<file path="src/rtl/dcs_pkg.sv">
package dcs_pkg;
    localparam int PS_W = 3;

    typedef enum logic [1:0] {
        PS_DIV1   = 2'b00,
        PS_DIV2   = 2'b01,
        PS_DIV4   = 2'b10,
        PS_MANUAL = 2'b11
    } ps_mode_e;

    typedef struct packed {
        logic     clk_p;
        logic     clk_n;
        logic     load;
        logic     n2;
        logic     armed;
        ps_mode_e mode;
    } top_st_t;

    function automatic logic [PS_W-1:0] ps_limit(input ps_mode_e m);
        case (m)
            PS_DIV2: ps_limit = PS_W'(2);
            PS_DIV4: ps_limit = PS_W'(4);
            default: ps_limit = PS_W'(1);
        endcase
    endfunction
endpackage

</file>
<file path="src/rtl/dcs_tick_src.sv">
module dcs_tick_src #(
    parameter int STAGES = 2
) (
    input  logic clk_i,
    input  logic rst_ni,
    input  logic ref_i,
    input  logic sel_ref_i,
    output logic tick_o
);
    logic [STAGES:0] sh_d, sh_q;

    always_comb begin
        sh_d[0] = ref_i;
    end

    for (genvar g = 1; g <= STAGES; g++) begin : g_sync
        always_comb sh_d[g] = sh_q[g-1];
    end

    always_ff @(posedge clk_i) begin
        if (!rst_ni) sh_q <= '0;
        else         sh_q <= sh_d;
    end

    always_comb begin
        tick_o = sel_ref_i ? (sh_q[STAGES-1] & ~sh_q[STAGES]) : 1'b1;
    end
endmodule

</file>
<file path="src/rtl/dcs_halfdiv.sv">
module dcs_halfdiv #(
    parameter int W = 8
) (
    input  logic         clk_i,
    input  logic         rst_ni,
    input  logic         clr_i,
    input  logic         en_i,
    input  logic [W-1:0] lim_i,
    output logic         out_o,
    output logic         tc_o
);
    typedef struct packed {
        logic [W-1:0] cnt;
        logic [W-1:0] lim;
        logic         out;
    } hd_st_t;

    hd_st_t       s_d, s_q;
    logic [W-1:0] eff_lim;

    always_comb begin
        eff_lim = (s_q.lim == '0) ? W'(1) : s_q.lim;
        tc_o    = !clr_i && en_i && (s_q.cnt >= eff_lim - W'(1));
        s_d     = s_q;
        if (clr_i) begin
            s_d.cnt = '0;
            s_d.out = 1'b0;
            s_d.lim = lim_i;
        end else if (en_i) begin
            if (tc_o) begin
                s_d.cnt = '0;
                s_d.out = ~s_q.out;
                s_d.lim = lim_i;
            end else begin
                s_d.cnt = s_q.cnt + W'(1);
            end
        end
    end

    always_ff @(posedge clk_i) begin
        if (!rst_ni) s_q <= '0;
        else         s_q <= s_d;
    end

    assign out_o = s_q.out;
endmodule

</file>
<file path="src/rtl/diffclk_scaler.sv">
module diffclk_scaler
    import dcs_pkg::*;
#(
    parameter int N1_W        = 8,
    parameter int N2_W        = 8,
    parameter int SYNC_STAGES = 2
) (
    input  logic            clk_i,
    input  logic            rst_ni,
    input  logic            ref_clk_i,
    input  logic            ref_sel_i,
    input  logic [1:0]      post_sel_i,
    input  logic            aux_clk_i,
    input  logic            aux_load_i,
    input  logic            jam_i,
    input  logic            hold_i,
    input  logic [N1_W-1:0] n1_mod_i,
    input  logic [N2_W-1:0] n2_mod_i,
    output logic            clk_p_o,
    output logic            clk_n_o,
    output logic            load_o,
    output logic            n2_o
);
    localparam top_st_t RST_ST = '{clk_p: 1'b0, clk_n: 1'b1, load: 1'b0,
                                   n2: 1'b0, armed: 1'b0, mode: PS_DIV1};

    top_st_t         s_d, s_q;
    logic            tick;
    logic            ps_out, ps_tc;
    logic            n1_out, n1_tc;
    logic            n2_out, n2_tc;
    logic [PS_W-1:0] ps_lim;
    logic [N1_W-1:0] n1_lim;
    logic            manual, load_w, n2_en, n2_rise, hold_act, src;

    dcs_tick_src #(.STAGES(SYNC_STAGES)) u_tick (
        .clk_i     (clk_i),
        .rst_ni    (rst_ni),
        .ref_i     (ref_clk_i),
        .sel_ref_i (ref_sel_i),
        .tick_o    (tick)
    );

    always_comb begin
        ps_lim = ps_limit(ps_mode_e'(post_sel_i));
        n1_lim = aux_load_i ? N1_W'(2) : n1_mod_i;
    end

    dcs_halfdiv #(.W(PS_W)) u_post (
        .clk_i (clk_i), .rst_ni (rst_ni), .clr_i (jam_i), .en_i (tick),
        .lim_i (ps_lim), .out_o (ps_out), .tc_o (ps_tc)
    );

    dcs_halfdiv #(.W(N1_W)) u_n1 (
        .clk_i (clk_i), .rst_ni (rst_ni), .clr_i (1'b0), .en_i (tick),
        .lim_i (n1_lim), .out_o (n1_out), .tc_o (n1_tc)
    );

    dcs_halfdiv #(.W(N2_W)) u_n2 (
        .clk_i (clk_i), .rst_ni (rst_ni), .clr_i (jam_i), .en_i (n2_en),
        .lim_i (n2_mod_i), .out_o (n2_out), .tc_o (n2_tc)
    );

    always_comb begin
        s_d      = s_q;
        manual   = (s_q.mode == PS_MANUAL);
        load_w   = manual ? aux_load_i : n1_out;
        n2_en    = (load_w != s_q.load);
        n2_rise  = n2_out & ~s_q.n2;
        hold_act = hold_i | s_q.armed;
        src      = manual ? aux_clk_i : ps_out;

        if (ps_tc || jam_i) s_d.mode = ps_mode_e'(post_sel_i);

        s_d.load = load_w;
        s_d.n2   = n2_out;

        if (hold_i)       s_d.armed = 1'b1;
        else if (n2_rise) s_d.armed = 1'b0;

        s_d.clk_p = hold_act ? 1'b1 : src;
        s_d.clk_n = hold_act ? 1'b0 : ~src;
    end

    always_ff @(posedge clk_i) begin
        if (!rst_ni) s_q <= RST_ST;
        else         s_q <= s_d;
    end

    assign clk_p_o = s_q.clk_p;
    assign clk_n_o = s_q.clk_n;
    assign load_o  = s_q.load;
    assign n2_o    = s_q.n2;
endmodule

</file>
<file path="config.mk">
export PLATFORM = sky130hd
export DESIGN_NAME = diffclk_scaler
export DESIGN_NICKNAME = d
export VERILOG_FILES = /design/src/rtl/dcs_pkg.sv /design/src/rtl/dcs_tick_src.sv /design/src/rtl/dcs_halfdiv.sv /design/src/rtl/diffclk_scaler.sv
export SDC_FILE = /design/constraint.sdc
export NUM_CORES = 1
export LEC_CHECK = 0
export BUFFER_PORTS_ARGS = -buffer_cell sky130_fd_sc_hd__buf_2
export CAP_MARGIN = 20
export CORE_UTILIZATION = 34
export DETAILED_ROUTE_END_ITERATION = 10
export GPL_TIMING_DRIVEN = 0
export SETUP_SLACK_MARGIN = 0.15
export SKIP_CTS_REPAIR_TIMING = 1
export SYNTH_ARGS = -nofsm -noshare
export SYNTH_HDL_FRONTEND = slang
export SYNTH_SLANG_ARGS = --single-unit
</file>
<file path="constraint.sdc">
create_clock -name clk_i -period 5.21 [get_ports clk_i]
set_input_delay 0.521 -clock clk_i [delete_from_list [all_inputs] [get_ports clk_i]]
set_output_delay 0.521 -clock clk_i [all_outputs]
set_load 0.03 [all_outputs]
</file>
==> results.ini <==
[run_status]
outcome = complete, no violations

[placement]
dp_slack_ns = 2.269
dpl.hpwl_mm = 4.669
dpl_cell_area_sq_um = 3304
io_buffers = 28
place_congestion = 0.7660

[power_and_ir_drop]
p_leak_nw = 1.386
sw_frac_of_total_pct = 33.96
powerDensity_nw_per_um2 = 323.2
clkPwrFrac_pct = 22.8
ir_drop_uv = 121.3
p_total_mw = 1.100
sequentialPowerShare_pct = 40.6
p_sw_uw = 373.6
p_int_uw = 726.6
combPwrFrac_pct = 36.6

[timing]
final-hold-violation-count = 0
min_period_ns = 2.925
max_freq_ghz = 0.3419
maxSlewHeadroom_pct = 65.95
worst_pin_slew_ns = 0.5107
tns_ns = 0
final-setup-viol-count = 0
rsz0062_at_grt = false
report.final.slew_viol_count = 0
finalCritPeriodShare_pct = 56.14
skew_ns = 0.007454
layout_setup_ws_ns = 2.285

[layout]
diodes = 0
nets = 427
layout-drive-gt1-share_pct = 17.07
fillers = 906
multi_input_area_sq_um = 1866
regArea_sq_um = 1021
synthToLayoutAreaGrowth_pct = 12.39
final_area_sq_um = 3405

[grt]
grt_pass1_wl_mm = 10.25
antenna_found_initial = 0
grt_usage_pct = 14.52
grt_pass1_vias = 2168
grt_overflow = 0
grt_max_degree = 15

[critical_path]
crit_buf_inv = 0
endpoint_kind = flip-flop
critPathKind = flip-flop to flip-flop
crit_arrival_ns = 3.16
path_cells = nor4_1 -> a31oi_1 -> ha_1 -> nand2_1 -> nor3_1 -> xnor2_1 -> ha_1 -> o21a_1 -> a21oi_4 -> and2b_1 -> o2bb2ai_4 -> mux2i_1
crit_top_cell = ha_1
cpPeakStageDelay_ns = 0.37
cp.required_ns = 5.45
critPathMaxFanout = 8
critPathLaunchType = flip-flop
cp_top_family = compound AO/OA/AOI/OAI gates
cpMaxStageDelayCell = dfxtp_1

[synth]
yosys.area_share.simple_pct = 26.27
yosysMostFrequentCell = nand2_1
synthTopCellsByCount = 60 x nand2_1, 51 x dfxtp_1, 27 x ha_1
ys_seq_elements = 51
synth_top_family_by_area = simple AND/OR/NAND/NOR gates
synth_cell_type_count = 52
synth_fa_ha_area_share_pct = 11.15
syn-cell-area_sq_um = 3029
synthTopCellsByArea = dfxtp_1 34%, ha_1 11%, mux2i_1 7.6%, nand2_1 7.4%, xnor2_1 3.8%
yosysTopAreaCellShare_pct = 33.71
synth_mux_area_share_pct = 8.468
synth_flop_cell = dfxtp_1
ys_seq_area_share_pct = 33.71
syn-mean-instance-area_sq_um = 8.936
synthArstFlopShare_pct = 0
synth-xor-area-share_pct = 5.204
syn_inst = 339
yosysTopAreaCell = dfxtp_1
synth_compound_area_share_pct = 10.49
synth_nets = 392
synth_edf_count = 0
synth_warnings = 0

[routing]
routed_wl_mm = 6.169
vias_per_cell = 4.917
ant_nets = 0
wire_per_inst_um = 12.77
drt_iter0_markers = 111
num_vias = 2375
drtPass1Iterations = 4
drc = 0

[cts]
cts_tree = done
cts.sinks = 51
cts_buffers = 5
cts.clk_slew.worst_paths_ns = 0.09
root_buffer = clkbuf_8
h-tree-depth = 2
clockBufferDepth = 2
clock_latency_ns = 0.31

[hold_path]
hold_class = input port to flip-flop

[die]
dieArea_sq_um = 9291
row_count = 34
fp.dieH_um = 96.39
core_sq_um = 8678
dieWidth_um = 96.39
start_util_pct = 34.90
io_pins = 30

[job]
maxCapViolCount = 0

metrics by stage:
step	cells	utilization [%]	hold slack [ns]
after floorplan	339	-	0.4119
after global placement	475	38.08	0.4406
after detailed placement	475	38.08	0.4337
after CTS	483	39.23	0.4216
after global routing	483	39.23	0.4121
final	483	39.23	0.4276
layer usage:
layer | track usage (%) | share of wire (%) | vias to the layer above
li1 | - | - | 1254
met1 | 19.95 | 51 | 1082
met2 | 22.34 | 44 | 33
met3 | 3.365 | 3.5 | 6
met4 | 4.779 | 1.2 | 0
met5 | 0 | 0 | -
sequential cells by signal, indices dropped and copies added (netlist names):
name,count
u_n1.s_q,16
u_n2.s_q,16
u_post.s_q,6
s_q,3
u_tick.sh_q,3
clk_n_o,1
clk_p_o,1
load_o,1
n2_o,1
u_n1.out_o,1
u_n2.out_o,1
u_post.out_o,1
path summary, 6_finish.rpt:
path / startpoint / endpoint / slack [ns] / cells past startpoint
setup / recovery: u_n2.s_q[5]$_SDFFE_PN0P_ / u_n2.s_q[2]$_SDFFE_PN0P_ / 2.29 / 12
hold / removal: ref_clk_i / u_tick.sh_q[0]$_SDFF_PN0_ / 0.43 / 2
setup reg to reg: u_n2.s_q[5]$_SDFFE_PN0P_ / u_n2.s_q[2]$_SDFFE_PN0P_ / 2.29 / 12
hold reg to reg: u_tick.sh_q[0]$_SDFF_PN0_ / u_tick.sh_q[1]$_SDFF_PN0_ / 0.46 / 1
logic make-up after synthesis:
logic type	count (synthesis)
AND/OR/NAND/NOR	147
adder cells (fa/ha/maj)	27
XOR/XNOR	18
multiplexers	25
flip-flops	51
buffers and inverters	28
AO/OA/AOI/OAI	43
cell usage in the layout, fill, tap and decap left out, drive strengths merged, types with 6 or more instances in the layout:
master and instances:
buf 35, nor3b 7, clkbuf 17, mux2i 23, nand4 14, a21oi 15, ha 27, inv 12
xnor2 13, nand3b 7, dfxtp 51, and3 6, nand2 60, nor2 18
power by group through the flow:
stage	registers (mW)	logic [mW]	clock network [mW]
after detailed placement	0.456	0.406	0
after CTS	0.446	0.409	0.259
after global placement	0.454	0.396	0
final	0.447	0.402	0.251
after floorplan	0.453	0.322	0
after global routing	0.451	0.453	0.277
area by class of cell:
| type | instances | area share (%) |
|---|---|---|
| sequential | 51 | 29.99 |
| timing repair buffer | 28 | 4.116 |
| multi-input combinational | 260 | 54.80 |
| tap | 108 | 3.969 |
| clock buffer | 8 | 2.940 |
| inverter | 12 | 1.323 |
| buffer | 16 | 2.867 |
(Power assumes the default switching activity.)
